==> src/rtl/qec_pkg.sv <==
package qec_pkg;
  localparam int EVT_W = 4;
  localparam int THR_W = 8;
  localparam int CFG_W = 16;
  localparam logic [CFG_W-1:0] CFG_KEEP = 16'hFF3F;

  localparam logic [1:0] ADDR_CFG  = 2'd0;
  localparam logic [1:0] ADDR_CNT  = 2'd1;
  localparam logic [1:0] ADDR_STAT = 2'd2;

  typedef struct packed {
    logic [THR_W-1:0] thresh;
    logic [1:0]       spare;
    logic             txCkpt;
    logic             txOnly;
    logic             edgeEn;
    logic             invert;
    logic             kernEn;
    logic             userEn;
  } cfg_t;

  typedef struct packed {
    logic             step;
    logic [EVT_W-1:0] amount;
    logic             save;
    logic             restore;
  } strobe_t;
endpackage

==> src/rtl/qec_ctrl.sv <==
module qec_ctrl
  import qec_pkg::*;
(
  input  logic             clk,
  input  logic             rstN,
  input  logic             cfgWr,
  input  logic [CFG_W-1:0] cfgData,
  input  logic             globalEn,
  input  logic [EVT_W-1:0] eventCount,
  input  logic [1:0]       privLevel,
  input  logic             inTxn,
  input  logic             txnAbort,
  input  logic             txnCommit,
  output cfg_t             cfgOut,
  output logic             cfgErr,
  output strobe_t          strobes
);
  cfg_t cfgQ;
  logic errQ;
  logic prevQual;
  logic prevInTxn;
  logic ckptValid;

  logic threshZero;
  logic meetsThresh;
  logic hit;
  logic qual;
  logic risePulse;
  logic rawMode;
  logic privOk;
  logic txOk;
  logic countOn;
  logic stepBit;

  always_comb begin
    threshZero  = (cfgQ.thresh == '0);
    meetsThresh = ({{(THR_W-EVT_W){1'b0}}, eventCount} >= cfgQ.thresh);
    hit         = threshZero ? (|eventCount) : meetsThresh;
    qual        = hit ^ cfgQ.invert;
    risePulse   = qual & ~prevQual;
    rawMode     = threshZero & ~cfgQ.invert & ~cfgQ.edgeEn;
    privOk      = (privLevel == 2'd0) ? cfgQ.kernEn : cfgQ.userEn;
    txOk        = ~cfgQ.txOnly | inTxn;
    countOn     = globalEn & privOk & txOk & ~errQ;
    if (rawMode)          stepBit = |eventCount;
    else if (cfgQ.edgeEn) stepBit = risePulse;
    else                  stepBit = qual;
    strobes.step    = countOn & stepBit;
    strobes.amount  = rawMode ? eventCount : EVT_W'(1);
    strobes.save    = inTxn & ~prevInTxn;
    strobes.restore = txnAbort & cfgQ.txCkpt & ckptValid;
  end

  always_ff @(posedge clk) begin
    if (!rstN) begin
      cfgQ      <= '0;
      errQ      <= 1'b0;
      prevQual  <= 1'b0;
      prevInTxn <= 1'b0;
      ckptValid <= 1'b0;
    end else begin
      if (cfgWr) begin
        cfgQ <= cfg_t'(cfgData & CFG_KEEP);
        errQ <= cfgData[3] & (cfgData[15:8] == '0);
      end
      prevQual  <= qual;
      prevInTxn <= inTxn;
      if (txnAbort || txnCommit) ckptValid <= 1'b0;
      else if (strobes.save)     ckptValid <= 1'b1;
    end
  end

  assign cfgOut = cfgQ;
  assign cfgErr = errQ;

  assert_no_step_when_off_R7: assert property (@(posedge clk) disable iff (!rstN)
    !globalEn |-> !strobes.step);

  assert_err_freezes_R6: assert property (@(posedge clk) disable iff (!rstN)
    cfgErr |-> !strobes.step);

  assert_restore_needs_abort_R9: assert property (@(posedge clk) disable iff (!rstN)
    strobes.restore |-> txnAbort);
endmodule

==> src/rtl/qec_datapath.sv <==
module qec_datapath
  import qec_pkg::*;
#(
  parameter int CNT_W = 48
) (
  input  logic             clk,
  input  logic             rstN,
  input  strobe_t          strobes,
  input  logic             cntWr,
  input  logic             ovfClr,
  input  logic [CNT_W-1:0] wrData,
  output logic [CNT_W-1:0] cntVal,
  output logic             ovfFlag
);
  logic [CNT_W-1:0] cntQ;
  logic [CNT_W-1:0] ckptQ;
  logic             ovfQ;
  logic [CNT_W:0]   sum;
  logic             wrapNow;

  always_comb begin
    sum     = {1'b0, cntQ} + {{(CNT_W+1-EVT_W){1'b0}}, strobes.amount};
    wrapNow = strobes.step & ~cntWr & ~strobes.restore & sum[CNT_W];
  end

  always_ff @(posedge clk) begin
    if (!rstN) begin
      cntQ  <= '0;
      ckptQ <= '0;
      ovfQ  <= 1'b0;
    end else begin
      if (cntWr)                cntQ <= wrData;
      else if (strobes.restore) cntQ <= ckptQ;
      else if (strobes.step)    cntQ <= sum[CNT_W-1:0];
      if (strobes.save) ckptQ <= cntQ;
      if (wrapNow)      ovfQ <= 1'b1;
      else if (ovfClr)  ovfQ <= 1'b0;
    end
  end

  assign cntVal  = cntQ;
  assign ovfFlag = ovfQ;

  assert_restore_value_R9: assert property (@(posedge clk) disable iff (!rstN)
    (strobes.restore && !cntWr) |=> (cntQ == $past(ckptQ)));

  assert_preset_wins_R11: assert property (@(posedge clk) disable iff (!rstN)
    cntWr |=> (cntQ == $past(wrData)));

  assert_hold_when_idle_R7: assert property (@(posedge clk) disable iff (!rstN)
    (!strobes.step && !strobes.restore && !cntWr) |=> $stable(cntQ));

  assert_ovf_sticky_R10: assert property (@(posedge clk) disable iff (!rstN)
    (ovfQ && !ovfClr) |=> ovfQ);
endmodule

==> src/rtl/qual_event_counter.sv <==
module qual_event_counter
  import qec_pkg::*;
#(
  parameter int CNT_W = 48
) (
  input  logic             clk,
  input  logic             rstN,
  input  logic             globalEn,
  input  logic [3:0]       eventCount,
  input  logic [1:0]       privLevel,
  input  logic             inTxn,
  input  logic             txnAbort,
  input  logic             txnCommit,
  input  logic             regWrEn,
  input  logic [1:0]       regAddr,
  input  logic [CNT_W-1:0] regWrData,
  output logic [CNT_W-1:0] regRdData
);
  localparam int PAD_CFG  = CNT_W - CFG_W;
  localparam int PAD_STAT = CNT_W - 2;

  cfg_t             cfgCur;
  logic             cfgErr;
  strobe_t          strobes;
  logic [CNT_W-1:0] cntVal;
  logic             ovfFlag;
  logic             cfgWr;
  logic             cntWr;
  logic             ovfClr;

  assign cfgWr  = regWrEn & (regAddr == ADDR_CFG);
  assign cntWr  = regWrEn & (regAddr == ADDR_CNT);
  assign ovfClr = regWrEn & (regAddr == ADDR_STAT) & regWrData[0];

  qec_ctrl u_ctrl (
    .clk        (clk),
    .rstN       (rstN),
    .cfgWr      (cfgWr),
    .cfgData    (regWrData[CFG_W-1:0]),
    .globalEn   (globalEn),
    .eventCount (eventCount),
    .privLevel  (privLevel),
    .inTxn      (inTxn),
    .txnAbort   (txnAbort),
    .txnCommit  (txnCommit),
    .cfgOut     (cfgCur),
    .cfgErr     (cfgErr),
    .strobes    (strobes)
  );

  qec_datapath #(.CNT_W(CNT_W)) u_datapath (
    .clk     (clk),
    .rstN    (rstN),
    .strobes (strobes),
    .cntWr   (cntWr),
    .ovfClr  (ovfClr),
    .wrData  (regWrData),
    .cntVal  (cntVal),
    .ovfFlag (ovfFlag)
  );

  always_comb begin
    case (regAddr)
      ADDR_CFG:  regRdData = {{PAD_CFG{1'b0}}, cfgCur};
      ADDR_CNT:  regRdData = cntVal;
      ADDR_STAT: regRdData = {{PAD_STAT{1'b0}}, cfgErr, ovfFlag};
      default:   regRdData = '0;
    endcase
  end
endmodule

==> config.mk <==
export PLATFORM = sky130hd
export DESIGN_NAME = qual_event_counter
export DESIGN_NICKNAME = d
export VERILOG_FILES = /design/src/rtl/qec_pkg.sv /design/src/rtl/qec_ctrl.sv /design/src/rtl/qec_datapath.sv /design/src/rtl/qual_event_counter.sv
export SDC_FILE = /design/constraint.sdc
export NUM_CORES = 1
export LEC_CHECK = 0
export BUFFER_PORTS_ARGS = -buffer_cell sky130_fd_sc_hd__buf_2
export CAP_MARGIN = 20
export CELL_PAD_IN_SITES_DETAIL_PLACEMENT = 1
export CELL_PAD_IN_SITES_GLOBAL_PLACEMENT = 1
export CORE_ASPECT_RATIO = 1.75
export CORE_UTILIZATION = 27
export DETAILED_ROUTE_END_ITERATION = 12
export PLACE_DENSITY = 0.67
export SLEW_MARGIN = 20
export SYNTH_ARGS = -nofsm -noshare
export SYNTH_HDL_FRONTEND = slang
export SYNTH_SLANG_ARGS = --single-unit
==> constraint.sdc <==
create_clock -name clk -period 3.25 [get_ports clk]
set_input_delay 0.65 -clock clk [delete_from_list [all_inputs] [get_ports clk]]
set_output_delay 0.65 -clock clk [all_outputs]
set_load 0.05 [all_outputs]
; ---- After elaboration in Yosys (flattened, before gate mapping)
; Cells that the tools add are included.
; W data, S select, Z words.
[totals]
output_inout_bits = 48
regBits = 115
wordCells = 67
in_bits = 63
[op_classes]
eq_ne = 2
addsub = 1
reduce_logical = 9
muxes = 11
n_bitwise = 29
magnitude_cmp = 1
[op_table]
columns = cell, count
row1 = $mux W48, 3
row2 = $pmux W48 S3, 1
row3 = $add A48 B4 Y49, 1
row4 = $and A1 B1 Y1, 18
row5 = $logic_not A8 Y1, 2
row6 = $not A1 Y1, 9
row7 = $ge A4 B8 Y1, 1
row8 = $mux W1, 6
row9 = $logic_not A2 Y1, 2
row10 = $mux W4, 1
row11 = $reduce_or A4 Y1, 1
row12 = $reduce_bool A3 Y1, 1
row13 = $eq A2 B1 Y1 const B, 1
row14 = $eq A2 B2 Y1 const B, 1
row15 = $reduce_bool A2 Y1, 1
row16 = $reduce_or A2 Y1, 1
row17 = $logic_or A1 B1 Y1, 1
row18 = $or A1 B1 Y1, 1
row19 = $xor A1 B1 Y1, 1

; ---- Depth between registers and ports, before layout
; Gate-level depths: netlist (run 1).
[logic_depth]
ltp_word = 11
ltp_mapped = 11
depth_no_buf = 11

; ---- Hierarchy
; From an unflattened synthesis (run 1), not the netlist that was laid out.
[hier_totals]
cells_unflattened = 896
hier_area_um2 = 7001.7
[by_module_without_submodules]
columns = module, seq_area_each_um2, area_each_um2, instances, cells_per_inst
row1 = qec_datapath, 1941.9, 5541.6, 1, 720
row2 = qec_ctrl, 360.3, 923.4, 1, 100
row3 = qual_event_counter, 0.0, 536.8, 1, 76

; ---- Least setup slack after synthesis (run 1)
; Ideal clock, no wire load.
[synth_timing]
kind = reg2reg
from = register u_ctrl.cfgQ (netlist bit u_ctrl.cfgOut[15])
to = register u_datapath.cntQ[34] (netlist: u_datapath.cntVal[34])
t_arrival_ns = 3.227
required_ns = 3.131
period_less_slack_ns = 3.346
n_path_buf = 0
path_slack_ns = -0.096
stages_incl_launch_ff = 12
setup_ns = 0.119
cell_sequence = dfxtp_1 or4_4 nor4_4 nand2_1 ha_1 fa_1 a211oi_1 nor2_1 and4_1 a31o_2 and3_1 o221a_2
[synth_between]
elab_chain_len = 8
elab_cells_between_ends = 16
cone_classes = add/sub (1) / order compare (1) / mux (7) / bitwise (5) / reduce/logical (2)
[synth_lines]
columns = element, line
row1 = from (decl), qec_ctrl.sv:18  ; cfg_t cfgQ;
row2 = from (signal assigned), qec_ctrl.sv:63  ; cfgQ <= cfg_t'(cfgData & CFG_KEEP);
row3 = $logic_not A8 Y1 / $ge A4 B8 Y1 (equally long branches), "qec_ctrl.sv:36, qec_ctrl.sv:37"
row4 = $and A1 B1 Y1 / $mux W1 (equally long branches), "qec_ctrl.sv:41, qec_ctrl.sv:38"
row5 = $and A1 B1 Y1 / $xor A1 B1 Y1 (equally long branches), "qec_ctrl.sv:41, qec_ctrl.sv:39"
row6 = $mux W4 / $and A1 B1 Y1 (equally long branches), "qec_ctrl.sv:49, qec_ctrl.sv:40"
row7 = $add A48 B4 Y49 / $mux W1 (equally long branches), "qec_datapath.sv:22, qec_ctrl.sv:46"
row8 = $mux W48 / $mux W1 (equally long branches), "qec_datapath.sv:34, qec_ctrl.sv:45"
row9 = $mux W48 / $and A1 B1 Y1 (equally long branches), "qec_datapath.sv:33, qec_ctrl.sv:48"
row10 = $mux W48 / $reduce_bool A3 Y1 (equally long branches), -
row11 = to (signal assigned), qec_datapath.sv:32  ; if (cntWr) cntQ <= wrData;
row12 = to (signal assigned), qec_datapath.sv:33  ; else if (strobes.restore) cntQ <= ckptQ;
row13 = to (signal assigned), qec_datapath.sv:34  ; else if (strobes.step) cntQ <= sum[CNT_W-1:0];
row14 = to (decl), qec_datapath.sv:15  ; logic [CNT_W-1:0] cntQ;
; Parallel ways exist; a longest one is shown, timed or not. The select of a mux whose other input is x is not followed.
; A chain may end at the register's enable or synchronous reset.

; ---- Worst setup path in the final report (run 1)
[layout_timing]
from = register u_ctrl.cfgQ (netlist bit u_ctrl.cfgOut[15])
to = register u_datapath.cntQ[4] (netlist: u_datapath.cntVal[4])
; Same word-level chain as after synthesis.

==> summary.md, run 1 <==
| Metric | Value |
|---|---|
| CTS tree | built |
| Dpl ws | -0.05145 ns |
| Outcome | complete, but fails checks |
| Slew margin rel. | between 40% and 50% |
| Syn Area/Cell | 7.498 sq um |
| WP data required | between 3 and 4 ns |
| Root Buffer | clkbuf_16 |
| Clock power share | roughly half |
| First-pass GRT wire length | approximately 45 mm |
| # nets final | 1115 |
| Hold_ws | 0.3811 ns |
| Met1 Use GR | 24.45% |
| CP endpoint kind | flip-flop |
| Peak supply drop | 0.0003397 V |
| Mapped cell area | 6815 sq um |
| Bufs on Longest Clock Path | 2 |
| Layout cells sized above 1 | 25.57% |
| Final non-filler cell total | 1368 |
| Kind of critical path | flip-flop to flip-flop |
| Placed cell count | 1326 |
| Final setup margin | -0.1287 ns |
| R2r setup slk | -0.13 ns |
| Synth area leaders | dfxtp_1, nand2_1, a21oi_1, and2_1, nor2_1 |
| Starting Density | 27.57% |
| Sequential Power Share | 36.4% |
| Die area | 25910 sq um |
| Ys async rst share | 0% |
| Reg-to-reg startpoint | u_ctrl.cfgOut[15] |
| P_sw | 1.107 mW |
| Sequential share of the synthesized area | 33.78% |
| Worst skew pair latency | 0.43 ns |
| Iter 0 DRT Violations | 392 |
| Max Slew Vio Count | 0 |
| Synth top area share | between 30% and 40% |
| Comb power frac | 13.6% |
| Final WL | 29.70 mm |
| R2r worst-path depth | 12 |
| Post-synth EDFFs | 0 |
| CP Max Fanout | 6 |
| Synthesized Nets | 981 |
| Global route overflow | 0 |
| RSZ-0062 raised after global routing | yes |
| GR Util met2 | 42.88% |
| Number of synthesized register bits | 115 |
| Total power | 4.051 mW |
| Number of port buffers | between 100 and 150 |
| Failing checks | negative setup slack |
| Core ar. | 24720 sq um |
| Power density over the cells | 456.4 nW/um^2 |
| Final Cycle Share | 104.0% |
| Cells after synthesis | 909 |
| Largest net degree at the start of global routing | 58 |
| Crit path launch type | flip-flop |
| H-tree depth | 4 |
| Critical path arrival | 3.73 ns |
| M3 GR Usage | 3.138% |
| Vias in the first global route | 7934 |
| Initial antenna violation count | 0 |
| Routed wire length per instance | 21.71 um |
| Unique masters post-synth | slightly above 70 |
| Clock Pin Slew Worst Setup and Hold Paths | around 0.060 ns |
| Setup violations, final | 4 |
| Critical Path Source | u_ctrl.cfgOut[15] |
| ANT cells | 0 |
| Sw Ratio | 27.33% |
| Gpl congestion | slightly below 0.9 |
| CTS Buf Count | 17 |
| Die X | 122.1 um |
| Fmax | 0.2960 GHz |
| Leading area contributor after synthesis | dfxtp_1 |
| Max-Cap Viols | 0 |
| Drt pass-1 iters | 5 |
| Setup TNS | -0.2344 ns |
| Dpl hpwl | between 20 and 25 mm |
| CP endpoint | u_datapath.cntVal[4] |
| Row count | 76 |
| Static leakage power | 3.324 nW |
| Io pins | 111 |
| Clock Sink Count | 115 |
| Setup Skew | 0.007887 ns |
| Reg-to-Reg End | u_datapath.cntVal[4] |
| Synth Flop Type | dfxtp_1 |
| Busiest layer in global routing | met2 |
| Via Count | roughly 7600 |
| Die Y-Extent | 212.2 um |
| Fin crit period | ~3.4 ns |
| ANT nets after route | 0 |
| GR Util All Layers | 23.08% |
| Residual DRC | 0 |
| Pint | slightly below 3 mW |
| Warnings from Yosys | 0 |
| Final Hold Viols | 0 |
| Hold WC Path Type | primary input to flip-flop |
| Via density | around 5.6 |
| Worst Tran Pin Value | ~0.83 ns |
| Syn-to-layout area delta | 30.22% |
## area by class of cell
cell class	instances	area, sq um
fill	3060	15850
multi-input combinational	705	4337
sequential	115	2303
timing repair buffer	186	1141
clock buffer	18	429.2
tap	312	390.4
clock inverter	14	206.4
inverter	18	67.56
## flip-flops by register name, summed over array words and instances, names as in the netlist
name / cells
u_datapath.ckptQ: 48
u_ctrl.prevInTxn: 1
u_ctrl.cfgErr: 1
u_datapath.cntVal: 48
u_ctrl.cfgOut: 14
u_ctrl.prevQual: 1
u_datapath.ovfFlag: 1
u_ctrl.ckptValid: 1
## metrics by stage
stage,utilization [%],cell area [sq um]
final,35.90,8875
after global routing,35.90,8875
after CTS,35.04,8662
after detailed placement,32.33,7994
after global placement,32.33,7994
after floorplan,-,6820
## synth_stat cells (6+ instances only)
cell	n
a211oi_1	11
a21oi_1	103
a221oi_1	7
a22o_1	13
a22oi_1	8
a31oi_1	15
and2_1	44
and3_1	11
buf_1	9
buf_2	8
clkbuf_1	51
dfxtp_1	115
ha_1	8
inv_1	18
mux2i_1	19
nand2_1	170
nand3_1	26
nand4_1	17
nor2_1	57
nor3_1	14
nor4_1	20
o211ai_1	11
o21ai_0	25
o22ai_1	10
o311ai_0	9
o31a_1	6
o31ai_1	14
or3_1	10
## per-layer routing
layer | share of wire (%) | wire (um)
met4 | 4.7 | 1394
met1 | 38 | 11330
met3 | 4.2 | 1255
met5 | 0 | 0
met2 | 53 | 15720
## cell usage in the layout (no fill, tap or decap), types with 19 or more instances in the layout
master	n
a21oi_1	102
nor4_1	19
nand3_1	25
buf_4	73
and2_1	41
dfxtp_1	114
buf_2	110
nor2_1	54
o21ai_0	23
nand2_1	170
## worst min path at each step
stage          slack (ns)  cells past startpoint                   end                  from
5_1_grt              0.39                      2      u_ctrl.ckptValid             txnCommit
6_report             0.38                      2      u_ctrl.ckptValid             txnCommit
3_5_place_dp         0.45                      2  u_datapath.ckptQ[32]  u_datapath.ckptQ[32]
2_1_floorplan        0.43                      2  u_datapath.ckptQ[22]  u_datapath.ckptQ[22]
4_1_cts              0.37                      2      u_ctrl.ckptValid             txnCommit
3_3_place_gp         0.44                      2  u_datapath.ckptQ[22]  u_datapath.ckptQ[22]
## power groups by stage
| stage | registers [mW] | clock network [mW] | logic, mW |
|---|---|---|---|
| 3_3_place_gp | 1.50 | 0 | 0.489 |
| 2_1_floorplan | 1.49 | 0 | 0.303 |
| 5_1_grt | 1.48 | 2.12 | 0.588 |
| 4_1_cts | 1.47 | 2.06 | 0.506 |
| 3_5_place_dp | 1.50 | 0 | 0.497 |
| 6_report | 1.47 | 2.03 | 0.550 |
## timing repair
| item | CTS | global route |
|---|---|---|
| gates cloned | 0 | 0 |
| resized for setup | 7 | 31 |
| endpoints found under the setup margin | 8 | 32 |
| hold buffers | 0 | 0 |
| endpoints found under the hold margin | 0 | 0 |
| setup buffers | 1 | 9 |
| pin swaps | 3 | 14 |
## worst max-delay path, stage by stage (launching register included)
cell	delay (ns)
dfxtp_2	0.32
or4_4	0.57
nor4_4	0.32
nand2_1	0.14
ha_4	0.19
fa_2	0.37
a211oi_4	0.32
nor2_4	0.11
buf_6	0.15
o31ai_4	0.24
o21ai_1	0.11
or3_1	0.32
a21oi_1	0.14
## logic make-up after synthesis
logic type,share of synthesized area (%)
flip-flops,33.78
multiplexers,2.956
buffers and inverters,5.324
adder cells (fa/ha/maj),1.763
XOR/XNOR,0.8996
AO/OA/AOI/OAI,26.95
AND/OR/NAND/NOR,28.33
Power figures use the tool's default switching activity.
==> inputs of run 2 (changes only) <==
- CELL_PAD_IN_SITES_DETAIL_PLACEMENT: 1 -> not set
- CELL_PAD_IN_SITES_GLOBAL_PLACEMENT: 1 -> not set
- CTS_BUF_LIST: not set -> sky130_fd_sc_hd__clkbuf_8 sky130_fd_sc_hd__clkbuf_16
- PLACE_DENSITY: 0.67 -> 0.55
==> run 2 against run 1 <==
Against the previous run: the run now ends clean; core utilization is 0.66 points lower; clock skew is 0.0035 ns higher; combinational power is 8.0% lower; sequential power hardly changed; flip-flop and latch count stayed put; first-iteration DRC count is 16% higher; non-clock buffer count is 9 lower; largest cell class unchanged; largest power group unchanged.
==> summary.md, run 2 (synthesis gave the netlist of run 1 again) <==
| Metric | Value |
|---|---|
| WP data required | 3.61 ns |
| Power density over the cells | 458.7 nW/um^2 |
| Residual DRC | 0 |
| H-tree depth | 4 |
| Dpl ws | -0.02989 ns |
| Gpl congestion | between 0.8 and 0.9 |
| RSZ-0062 raised after global routing | yes |
| GR Util All Layers | 20.71% |
| Setup violations, final | 0 |
| Total power | 3.996 mW |
| Via Count | 7422 |
| Setup TNS | 0 ns |
| # nets final | 1106 |
| Final Cycle Share | 98.37% |
| Slew margin rel. | 48.76% |
| Syn-to-layout area delta | 27.83% |
| Fin crit period | 3.197 ns |
| Number of port buffers | 110 |
| Layout cells sized above 1 | a little under a quarter |
| Root Buffer | clkbuf_16 |
| Die X | 122.1 um |
| Hold_ws | about 0.39 ns |
| ANT cells | 0 |
| Bufs on Longest Clock Path | 2 |
| Fmax | 0.3128 GHz |
| Row count | 76 |
| Final Hold Viols | 0 |
| Commonest non-fill, non-tap cell in the layout | nand2_1 |
| CTS tree | built |
| Final WL | ~27 mm |
| Vias in the first global route | about 7300 |
| ANT nets after route | 0 |
| Clock Sink Count | 115 |
| Hold Buf Count CTS | 0 |
| Initial antenna violation count | 0 |
| Clock Pin Slew Worst Setup and Hold Paths | 0.06 ns |
| Most frequent cells in the layout | nand2_1, dfxtp_1, buf_2, a21oi_1, buf_4 |
| First-pass GRT wire length | 40.68 mm |
| Dpl hpwl | approximately 20 mm |
| Die Y-Extent | between 200 and 250 um |
| Final setup margin | 0.05306 ns |
| Routed wire length per instance | 19.60 um |
| Peak supply drop | 0.0003705 V |
| Kind of critical path | flip-flop to flip-flop |
| Die area | 25910 sq um |
| Via density | 5.465 |
| Io pins | 111 |
| CTS Buf Count | 17 |
| Max-Cap Viols | 0 |
| Worst Tran Pin Value | 0.7616 ns |
| Static leakage power | about 3.2 nW |
| Iter 0 DRT Violations | 455 |
| Global route overflow | 0 |
| Outcome | completed |
| Largest net degree at the start of global routing | 54 |
| Drt pass-1 iters | 5 |
| Core ar. | 24720 sq um |
| Crit path launch type | flip-flop |
| Setup Skew | 0.01135 ns |
| Hold WC Path Type | primary input to flip-flop |
| Starting Density | around 28% |
| Max Slew Vio Count | 0 |
| CP Max Fanout | 5 |
| Critical path arrival | 3.56 ns |
| Worst skew pair latency | 0.42 ns |
| CP endpoint kind | flip-flop |
-- run 2: cell count changes in the layout (fill, tap and decap cells not counted), sizes merged --
cell / change
inv: -1
clkinvlp: +4
buf: -9
clkinv: -4
-- run 2: repair_timing --
action	CTS	global route
setup endpoints to repair	3	28
pin swaps	3	7
setup buffers	1	2
resized for setup	3	15
-- run 2: worst paths after layout --
kind	from	endpoint	slack, ns	depth (start not counted)
max	u_ctrl.cfgOut[13]	u_datapath.cntVal[43]	0.05	10
min	txnCommit	u_ctrl.ckptValid	0.39	2
max reg2reg	u_ctrl.cfgOut[13]	u_datapath.cntVal[43]	0.05	10
min reg2reg	u_datapath.ckptQ[34]	u_datapath.ckptQ[34]	0.45	2
-- run 2: report_power, final --
part / internal [mW] / switching [mW]
sequential: 1.44 / 0.0355
combinational: 0.195 / 0.311
clock: 1.30 / 0.719
-- run 2: cell type report --
| class | instances | area [sq um] |
|---|---|---|
| fillers | 2663 | 16010 |
| multi-input cells | 705 | 4257 |
| flip-flops and latches | 115 | 2303 |
| repair buffers | 177 | 1070 |
| clock buffers | 18 | 439.2 |
| well taps | 312 | 390.4 |
| clock inverters | 13 | 185.2 |
| inverters | 18 | 67.56 |
-- run 2: metrics by stage --
step	std cells	instance area, sq um	utilization (%)
6_report	1358	8712	35.24
5_1_grt	1358	8712	35.24
4_1_cts	1356	8618	34.86
3_5_place_dp	1324	7979	32.27
3_3_place_gp	1324	7979	32.27
2_1_floorplan	909	6820	-
-- run 2: per-layer routing --
layer	routed length, um	GRT usage (%)	share of wire (%)	vias up
li1	-	-	-	3563
met2	13670	37.35	51	258
met5	0	0	0	-
met4	1119	10.81	4.2	0
met3	1306	2.897	4.9	74
met1	10530	23.16	40	3527
-- run 2: critical path, cell delays in order (launching register included) --
cell,delay [ns]
dfxtp_2,0.31
or4_4,0.58
nor4_4,0.34
and2_4,0.23
ha_4,0.15
a21oi_1,0.10
o22a_1,0.28
or3_4,0.43
or3_4,0.38
o31a_1,0.24
o21ai_1,0.11
==> inputs of run 3 (changes only) <==
- CAP_MARGIN: 20 -> 10
- CORE_ASPECT_RATIO: 1.75 -> 1.25
- PLACE_DENSITY: 0.55 -> 0.49
==> run 3 against run 2 <==
Against the previous run: register-to-register slack worse by 0.02 ns; fmax is 0.51% lower; count of clock-buffer cells in the layout is 5 higher; worst hold slack worse by 0.0032 ns; largest cell class unchanged; highest routed layer unchanged.
==> summary.md, run 3 (synthesis gave the netlist of run 1 again) <==
| Metric | Value |
|---|---|
| First-pass GRT wire length | 41.86 mm |
| Reg area | ~2300 sq um |
| Global route overflow | 0 |
| Fmax | 0.3112 GHz |
| Die Y-Extent | 179.6 um |
| Hold path cells | 2 |
| Bufs on Longest Clock Path | 2 |
| Residual DRC | 0 |
| Starting Density | about 28% |
| RSZ-0062 raised after global routing | yes |
| CTS Buf Count | 17 |
| ANT cells | 0 |
| Row count | 64 |
| R2r worst-path depth | 11 |
| ANT nets after route | 0 |
| Hold WC Path Type | primary input to flip-flop |
| Final setup margin | 0.03669 ns |
| Slew margin rel. | 36.47% |
| Final Cycle Share | 98.87% |
| Vias in the first global route | just over 7000 |
| Dpl ws | 0.02112 ns |
| CP Cell Sequence | or4_4 > nor4_4 > and2_1 > ha_4 > o21ai_0 > nor2_2 > buf_4 > nand4_1 > o31a_1 > a211oi_1 > o21a_1 |
| Fin crit period | 3.213 ns |
| Die X | 144.1 um |
| Placed cell count | between 1000 and 1500 |
| Slowest CP cell | or4_4 |
| Setup Skew | 0.008198 ns |
| WP data required | 3.62 ns |
| Dpl hpwl | approximately 19 mm |
| Clock Sink Count | 115 |
| Number of port buffers | 110 |
| Via Count | 7359 |
| Final non-filler cell total | 1370 |
| Die area | 25890 sq um |
| Most frequent cells in the layout | nand2_1, dfxtp_1, buf_2, a21oi_1, buf_4 |
| Static leakage power | ~3.3 nW |
| Initial antenna violation count | 0 |
| Multi-input combinational cell area | 4308 sq um |
| Max Slew Vio Count | 0 |
| Iter 0 DRT Violations | between 500 and 600 |
| Via density | around 5.4 |
| CTS tree | built |
| Layout cells sized above 1 | 24.23% |
| GR Util All Layers | 21.37% |
| Setup violations, final | 0 |
| Drt pass-1 iters | 4 |
| Critical path arrival | 3.58 ns |
| Clock Pin Slew Worst Setup and Hold Paths | 0.05 ns |
| Final Hold Viols | 0 |
| Commonest non-fill, non-tap cell in the layout | nand2_1 |
| Gpl congestion | 0.8723 |
| FILL cells | approximately 2700 |
| Max stage delay on crit path | approximately 0.55 ns |
| Largest net degree at the start of global routing | 86 |
| H-tree depth | 4 |
| Kind of critical path | flip-flop to flip-flop |
| # nets final | 1102 |
| Routed wire length per instance | 19.70 um |
| CP endpoint kind | flip-flop |
| Max-Cap Viols | 0 |
| Worst skew pair latency | 0.43 ns |
| Crit path launch type | flip-flop |
| Root Buffer | clkbuf_16 |
| Worst Tran Pin Value | a little over 0.9 ns |
| Peak supply drop | between 0.0002 and 0.00025 V |
| Hold Buf Count CTS | 0 |
| Core ar. | 24660 sq um |
| Outcome | completed |
| Syn-to-layout area delta | 28.13% |
| CP Max Fanout | 5 |
| Final WL | 26.99 mm |
| Power density over the cells | approximately 440 nW/um^2 |
| Io pins | 111 |
[run 3: final cells by class]
class	instances	share of cell area [%]
flip-flops and latches	115	26.38
multi-input cells	705	49.33
well taps	330	4.728
clock inverters	6	0.6305
clock buffers	23	5.817
repair buffers	173	12.34
inverters	18	0.7738
[run 3: power breakdown]
part,internal [mW],total [mW],switching (mW)
Sequential,1.44,1.47,0.0350
Clock,1.15,1.82,0.665
Combinational,0.196,0.514,0.318
[run 3: critical path: cells and delay by family, from the launching register on]
family | cells | cell delay (ns)
fa+ha+maj | 1 | 0.16
simple gates | 5 | 1.70
compound gates | 4 | 0.80
buf+inv | 1 | 0.17
flops | 1 | 0.32
[run 3: through the flow]
stage,hold WS [ns],total power [mW],cell area (sq um),utilization [%],TNS (ns)
5_1_grt,0.3858,3.943,8732,35.40,-1.320
2_1_floorplan,0.4332,1.793,6820,-,0
3_3_place_gp,0.4411,1.993,8016,32.50,0
6_report,0.3848,3.804,8732,35.40,0
4_1_cts,0.3787,3.814,8582,34.80,0
3_5_place_dp,0.4460,1.994,8016,32.50,0
[run 3: layer usage]
layer / GRT usage (%) / wire, um / part of all wire (%)
met5: 0 / 0 / 0
met3: 4.289 / 1253 / 4.6
met4: 7.319 / 585 / 2.2
met1: 27.77 / 12130 / 45
met2: 34.74 / 13020 / 48
[run 3: path summary, 6_finish.rpt]
path | startpoint | end | slack, ns
max | u_ctrl.cfgOut[11] | u_datapath.cntVal[46] | 0.04
min | txnCommit | u_ctrl.ckptValid | 0.38
max reg2reg | u_ctrl.cfgOut[11] | u_datapath.cntVal[46] | 0.04
min reg2reg | u_datapath.ckptQ[28] | u_datapath.ckptQ[28] | 0.45
[run 3: timing repair]
action                                  4_1_cts  5_1_grt
buffers inserted                              0        2
endpoints found under the hold margin         0        0
gates resized for setup                       1       33
endpoints found under the setup margin        1       27
pin swaps                                     0       22
